File: config.mk
export PLATFORM = sky130hd
export DESIGN_NAME = bshift_top
export DESIGN_NICKNAME = d
export VERILOG_FILES = /design/src/rtl/bshift_pkg.sv /design/src/rtl/bshift_stage.sv /design/src/rtl/bshift_gate.sv /design/src/rtl/bshift_top.sv
export SDC_FILE = /design/constraint.sdc
export NUM_CORES = 1
export LEC_CHECK = 0
export BUFFER_PORTS_ARGS = -buffer_cell sky130_fd_sc_hd__buf_4
export CAP_MARGIN = 20
export CORE_MARGIN = 3
export CORE_UTILIZATION = 50
export DETAILED_ROUTE_END_ITERATION = 6
export PLACE_DENSITY = 0.76
export SYNTH_ARGS = -nofsm -noshare
export SYNTH_HDL_FRONTEND = slang
export SYNTH_SLANG_ARGS = --single-unit
File: constraint.sdc
create_clock -name vclk -period 2.9
set_input_delay 0 -clock vclk [all_inputs]
set_output_delay 0 -clock vclk [all_outputs]
set_load 0.02 [all_outputs]
File: src/rtl/bshift_pkg.sv
package bshift_pkg;

  typedef enum logic [1:0] {
    SHM_LOGIC  = 2'b00,
    SHM_ARITH  = 2'b01,
    SHM_ROTATE = 2'b10,
    SHM_SPARE  = 2'b11
  } shift_mode_e;

endpackage

File: src/rtl/bshift_stage.sv
module bshift_stage
  import bshift_pkg::*;
#(
  parameter int unsigned WIDTH = 32,
  parameter int unsigned STEP  = 1
) (
  input  logic [WIDTH-1:0] data_i,
  input  logic             sel_i,
  input  logic             dir_left_i,
  input  shift_mode_e      mode_i,
  input  logic             sign_i,
  output logic [WIDTH-1:0] data_o
);

  logic [STEP-1:0]  fill_hi;
  logic [STEP-1:0]  fill_lo;
  logic [WIDTH-1:0] moved;

  // fill_hi enters at the top on a right move, fill_lo at the bottom on a left move
  always_comb begin
    fill_hi = '0;
    fill_lo = '0;
    unique case (mode_i)
      SHM_ROTATE: begin
        fill_hi = data_i[STEP-1:0];
        fill_lo = data_i[WIDTH-1:WIDTH-STEP];
      end
      SHM_ARITH: fill_hi = {STEP{sign_i}};
      default: ;
    endcase
  end

  always_comb begin
    if (dir_left_i) moved = {data_i[WIDTH-1-STEP:0], fill_lo};
    else            moved = {fill_hi, data_i[WIDTH-1:STEP]};
    data_o = sel_i ? moved : data_i;
  end

  always_comb begin
    if (mode_i == SHM_ROTATE)
      AST_STAGE_ROT_BITS: assert ($countones(data_o) == $countones(data_i))
        else $error("rotate stage lost bits");
  end

endmodule

File: src/rtl/bshift_gate.sv
module bshift_gate #(
  parameter int unsigned WIDTH = 32
) (
  input  logic             en_i,
  input  logic [WIDTH-1:0] data_i,
  output logic [WIDTH-1:0] data_o
);

  assign data_o = data_i & {WIDTH{en_i}};

endmodule

File: src/rtl/bshift_top.sv
module bshift_top
  import bshift_pkg::*;
#(
  parameter int unsigned WIDTH = 32,
  localparam int unsigned SHW  = $clog2(WIDTH)
) (
  input  logic             en_i,
  input  logic [WIDTH-1:0] data_i,
  input  logic [SHW-1:0]   amt_i,
  input  logic             dir_left_i,
  input  logic [1:0]       mode_i,
  output logic [WIDTH-1:0] data_o
);

  shift_mode_e      mode;
  logic             sign_bit;
  logic [WIDTH-1:0] chain [SHW+1];

  assign mode     = shift_mode_e'(mode_i);
  assign sign_bit = data_i[WIDTH-1];   // every stage fills from the original MSB
  assign chain[0] = data_i;

  for (genvar k = 0; k < SHW; k++) begin : g_stage
    bshift_stage #(
      .WIDTH (WIDTH),
      .STEP  (1 << k)
    ) u_stage (
      .data_i     (chain[k]),
      .sel_i      (amt_i[k]),
      .dir_left_i (dir_left_i),
      .mode_i     (mode),
      .sign_i     (sign_bit),
      .data_o     (chain[k+1])
    );
  end

  bshift_gate #(
    .WIDTH (WIDTH)
  ) u_gate (
    .en_i   (en_i),
    .data_i (chain[SHW]),
    .data_o (data_o)
  );

  always_comb begin
    if (!en_i)
      AST_DISABLED_ZERO: assert (data_o == '0)
        else $error("output not zero while disabled");
    if (en_i && amt_i == '0)
      AST_ZERO_AMT_PASS: assert (data_o == data_i)
        else $error("zero amount changed data");
    if (en_i && mode == SHM_ARITH && !dir_left_i)
      AST_ARITH_KEEPS_SIGN: assert (data_o[WIDTH-1] == data_i[WIDTH-1])
        else $error("signed right shift lost sign");
    if (en_i && mode == SHM_ROTATE)
      AST_ROT_POPCOUNT: assert ($countones(data_o) == $countones(data_i))
        else $error("rotate changed bit count");
    if (en_i && dir_left_i && mode != SHM_ROTATE && amt_i != '0)
      AST_LEFT_CLEARS_LSB: assert (data_o[0] == 1'b0)
        else $error("left shift left lsb set");
  end

endmodule

# [Yosys cells after proc, flatten, opt, wreduce, memory -nomap -nowiden]
# Cells that the tools add are included.
# W data, S select, Z words.
[word_totals] wordCells=23 mem_bits_rw=0 in_bits=41 rom_bits=0 out_inout_bits=32 ff_bits=0 latch_bits=0 n_memories=0
[op_classes] div=0 n_reduce_logical=0 shift=0 multipliers=0 bitwise=1 addsub=0 n_eq_ne=2 order_cmp=0 n_mux=20
[ops] op="$mux W32" n=10
[ops] op="$and A32 B32 Y32" n=1
[ops] op="$pmux W16 S2" n=1
[ops] op="$mux W16" n=1
[ops] op="$pmux W8 S2" n=1
[ops] op="$mux W8" n=1
[ops] op="$pmux W4 S2" n=1
[ops] op="$mux W4" n=1
[ops] op="$pmux W2 S2" n=1
[ops] op="$eq A2 B1 Y1 const B" n=1
[ops] op="$eq A2 B2 Y1 const B" n=1
[ops] op="$mux W2" n=1
[ops] op="$pmux W1 S2" n=1
[ops] op="$mux W1" n=1

# [Logic depth before layout (Yosys ltp)]
[depth] ltp_word=17 depth_mapped=10 depth_no_buf=9

# [Cells and area by module]
# A second synthesis with hierarchy kept.
[hier_totals] cells_unflattened=571 area_unflattened_um2=3824.9
[by_module_without_submodules] module="bshift_stage (g_stage[3].u_stage)" area_each_um2=843.3 n_inst=1 cells_per_inst=134 seq_area_each_um2=0.0
[by_module_without_submodules] module="bshift_stage (g_stage[1].u_stage)" area_each_um2=759.5 n_inst=1 cells_per_inst=115 seq_area_each_um2=0.0
[by_module_without_submodules] module="bshift_stage (g_stage[0].u_stage)" area_each_um2=750.7 n_inst=1 cells_per_inst=113 seq_area_each_um2=0.0
[by_module_without_submodules] module="bshift_stage (g_stage[2].u_stage)" area_each_um2=747.0 n_inst=1 cells_per_inst=121 seq_area_each_um2=0.0
[by_module_without_submodules] module="bshift_stage (g_stage[4].u_stage)" area_each_um2=469.2 n_inst=1 cells_per_inst=53 seq_area_each_um2=0.0
[by_module_without_submodules] module="bshift_gate" area_each_um2=255.2 n_inst=1 cells_per_inst=35 seq_area_each_um2=0.0

# [Worst setup path before layout]
# Ideal clock, no wire load.
[synth_path] path_type="input port to output port" startpoint="input port mode_i[0]" endpoint="output port data_o[22]" cell_stages=10 t_required_ns=2.900 path_slack_ns=0.591 path_buffers=1 arrival_time_ns=2.309 cell_sequence="inv_1 -> ha_1 -> clkbuf_1 -> or2_2 -> a311oi_1 -> o21ai_1 -> o22ai_2 -> a21oi_1 -> or3_1 -> a221oi_1"
[synth_between] elab_chain_cells=16 word_cells_on_any_way=18 classes_between="eq/ne (2); mux (15); bitwise (1)"
[synth_rtl] item="from (decl)" line_no="bshift_top.sv:11" text="input logic [1:0] mode_i,"
[synth_rtl] item="$eq A2 B2 Y1"
[synth_rtl] item="$mux W1" line_no="bshift_stage.sv:23" text="unique case (mode_i)"
[synth_rtl] item="$mux W32" line_no="bshift_stage.sv:34" text="if (dir_left_i) moved = {data_i[WIDTH-1-STEP:0], fill_lo};"
[synth_rtl] item="$mux W32" line_no="bshift_stage.sv:36" text="data_o = sel_i ? moved : data_i;"
[synth_rtl] item="$mux W32" line_no="bshift_stage.sv:34"
[synth_rtl] item="$mux W32" line_no="bshift_stage.sv:36"
[synth_rtl] item="$pmux W4 S2" line_no="bshift_stage.sv:23"
[synth_rtl] item="$mux W32" line_no="bshift_stage.sv:34"
[synth_rtl] item="$mux W32" line_no="bshift_stage.sv:36"
[synth_rtl] item="$mux W8" line_no="bshift_stage.sv:23"
[synth_rtl] item="$mux W32" line_no="bshift_stage.sv:34"
[synth_rtl] item="$mux W32" line_no="bshift_stage.sv:36"
[synth_rtl] item="$pmux W16 S2" line_no="bshift_stage.sv:23"
[synth_rtl] item="$mux W32" line_no="bshift_stage.sv:34"
[synth_rtl] item="$mux W32 (*)" line_no="bshift_stage.sv:36"
[synth_rtl] item="$and A32 B32 Y32 (*)" line_no="bshift_gate.sv:9" text="assign data_o = data_i & {WIDTH{en_i}};"
[synth_rtl] item="to (decl)" line_no="bshift_top.sv:12" text="output logic [WIDTH-1:0] data_o"
# Every way passes the cells marked *; elsewhere a longest branch is shown, timed or not.

# [Worst setup path in the final report]
[layout_path] startpoint="input port dir_left_i" endpoint="output port data_o[3]"
[layout_between] elab_chain_cells=13 word_cells_on_any_way=15 classes_between="mux (14); bitwise (1)"
[layout_rtl] item="from (decl)" line_no="bshift_top.sv:10" text="input logic dir_left_i,"
[layout_rtl] item="$mux W32" line_no="bshift_stage.sv:34"
[layout_rtl] item="$mux W32" line_no="bshift_stage.sv:36"
[layout_rtl] item="$pmux W2 S2" line_no="bshift_stage.sv:23"
[layout_rtl] item="$mux W32" line_no="bshift_stage.sv:34"
[layout_rtl] item="$mux W32" line_no="bshift_stage.sv:36"
[layout_rtl] item="$mux W32" line_no="bshift_stage.sv:34"
[layout_rtl] item="$mux W32" line_no="bshift_stage.sv:36"
[layout_rtl] item="$mux W32" line_no="bshift_stage.sv:34"
[layout_rtl] item="$mux W32" line_no="bshift_stage.sv:36"
[layout_rtl] item="$mux W16" line_no="bshift_stage.sv:23"
[layout_rtl] item="$mux W32" line_no="bshift_stage.sv:34"
[layout_rtl] item="$mux W32 (*)" line_no="bshift_stage.sv:36"
[layout_rtl] item="$and A32 B32 Y32 (*)" line_no="bshift_gate.sv:9"
# Marks and branches as above.

==> results.md <==
* Status: complete, no violations
* Die W at 101.8 um
* Mean routed wirelength per cell at 25.31 um
* Yosys Warn Count at 0
* Worst hold-check path type: input port to output pin
* Max Clk Rate at 0.3794 GHz
* GPL Wtd Cong at 1.042
* Crit Path Category: input port to output pin
* Sequential cell area at 0 um^2
* Post-route ant nets at 0
* DR vias at 6,350
* Critical path peak fanout at 29
* Routed wl met3 at 2438 um
* Met2 routed WL at 9272 um
* Via density at 7.678
* Synth-to-Final Area Change at 12.26%
* Worst EP arrival at 2.64 ns
* Syn nets at 715
* Setup TNS at 0 ns
* Pre-antenna DRT Iters at 6
* Min Tclk post-route at 2.636 ns
* Final period utilization at 0.9090
* VDD IR max at 0.1444 mV
* Total wire length at 20,930 um
* CP Launch Type: input port
* Relative slew margins at 0.4722
* Min-delay src: en_i
* GRT Util Overall at 0.3880
* Distinct cells, synth at 77
* Io pins at 73
* Least-Margin Pin Slew at 0.7917 ns
* Worst Hold Endpoint: data_o[24]
* Most frequent cells in the layout: buf_4 (111), nor2_1 (84), mux2i_1 (83), a21oi_1 (49), o22ai_1 (46)
* Post-Route Utilization at 0.5854
* Layout cells sized above 1 at 0.2225
* Synth Instances at 672
* Most common cell after layout, fill and taps aside: buf_4
* DR iter-0 viols at 943
* Worst setup EP type: output pin
* Initial antenna violation count at 0
* Vias in the first global route at 5,774
* Cell Pwr Density at 220.9 nW/um^2
* Total grt overflow at 0
* Syn Area/Cell at 6.833 um^2
* Slew Limit Fails at 0
* Max-cap viol count at 0
* Mapped Area at 4592 um^2
* Layout Nets at 764
* Final Hold Vio Count at 0
* DR top layer: met4
* CLK BUF at 0
* Die Y-Extent at 101.8 um
* Post-DP HPWL at 15,880 um
* Post-synthesis sequential area ratio at 0
* Antenna cells at 0
* Starting Density at 0.5215
* Post-CTS setup buffer count at 0
* Die area at 10,370 um^2
* Worst path required time at 2.90 ns
* First-pass GRT wire length at 32,040 um
* Cts repair resizes at 0
* Hold buffer count at cts at 0
* RSZ-0062 raised after global routing: no
* Met1 wire length at 8087 um
* # DRC at 0
* Total number of sequential cells at 0
* Hold Path Depth at 3
* Largest net degree at the start of global routing at 41
* # setup viols final at 0
* Port bufs at 73
* Row count at 34
* P_leak at 0.002113 uW
* CORE AREA at 8806 um^2
[cells by family (layout without fill, tap and decap cells)]
| kind of cell | after synthesis | in the layout | share of synthesized area |
|---|---|---|---|
| buf+inv | 78 | 125 | 0.1068 |
| simple gates | 218 | 218 | 0.2256 |
| fa+ha+maj | 2 | 2 | 0.005449 |
| compound gates | 282 | 282 | 0.4469 |
| mux | 92 | 92 | 0.2153 |
[cell type report]
class	instances	area, um^2
Tap cell	108	135.1
Inverter	12	45.04
Fill cell	829	3651
Multi-Input combinational cell	594	4101
Timing Repair Buffer	113	873.3
[how the worst max path moves through the flow]
stage	startpoint	to	slack, ns	cells after the start
2_1_floorplan	mode_i[0]	data_o[22]	0.59	10
4_1_cts	mode_i[0]	data_o[26]	0.34	11
6_report	dir_left_i	data_o[3]	0.26	9
3_3_place_gp	mode_i[0]	data_o[22]	0.37	11
5_1_grt	dir_left_i	data_o[5]	0.13	10
3_5_place_dp	mode_i[0]	data_o[26]	0.34	11
[cells in the mapped netlist, types with 3 or more instances]
cell type	count	area share
a2111oi_0	4	0.0076
a211o_1	6	0.011
a211oi_1	22	0.036
a211oi_2	11	0.030
a21o_1	5	0.0082
a21oi_1	49	0.053
a21oi_2	4	0.0076
a221oi_1	10	0.019
a22o_1	3	0.0057
a2bb2oi_1	3	0.0057
a311oi_1	6	0.011
a31oi_1	7	0.0095
and2_1	5	0.0068
and3_1	4	0.0054
buf_2	17	0.019
buf_4	3	0.0049
buf_6	13	0.032
buf_8	3	0.0098
clkbuf_1	25	0.020
inv_1	9	0.0074
mux2_2	4	0.0098
mux2i_1	83	0.18
mux4_2	5	0.025
nand2_1	40	0.033
nand2b_1	6	0.0082
nand3_1	8	0.0087
nor2_1	84	0.069
nor2b_1	9	0.012
nor3_1	35	0.038
o211ai_1	6	0.0098
o21ai_0	33	0.036
o21ai_1	6	0.0065
o221a_2	3	0.0074
o221ai_1	8	0.015
o22ai_1	46	0.063
o22ai_2	4	0.011
o2bb2ai_1	3	0.0057
o31ai_1	7	0.011
o32ai_1	14	0.027
or2_2	3	0.0041
or3_1	6	0.0082
[stage by stage]
step	total power, uW	hold slack [ns]	instance area (um^2)	worst slack (ns)	instances
final	1139	0.4483	5155	0.2640	827
after CTS	1096	0.4362	5155	0.3402	827
after global routing	1201	0.4487	5155	0.1273	827
after detailed placement	1093	0.4324	5155	0.3407	827
after global placement	1082	0.4232	5155	0.3737	827
after floorplan	739.1	0.1961	4592	0.5909	672
[layer usage]
| metal | vias up | track usage |
|---|---|---|
| li1 | 2764 | - |
| met1 | 2963 | 0.5253 |
| met2 | 518 | 0.6122 |
| met3 | 105 | 0.06212 |
| met4 | 0 | 0.1645 |
| met5 | - | 0 |
[worst max-delay path, cell delays in order]
cell and delay (ns):
buf_4 0.35, nand2b_4 0.44, o22ai_1 0.15, a21oi_1 0.63
a22o_1 0.23, a211oi_1 0.05, a311oi_1 0.41, o22ai_1 0.16
buf_4 0.19
[report_power, final]
| part | internal, uW | leakage, uW | switching, uW | total, uW |
|---|---|---|---|---|
| registers | 0 | 0 | 0 | 0 |
| logic | 422 | 0.00211 | 717 | 1140 |
| clock network | 0 | 0 | 0 | 0 |
(Power assumes the default switching activity.)
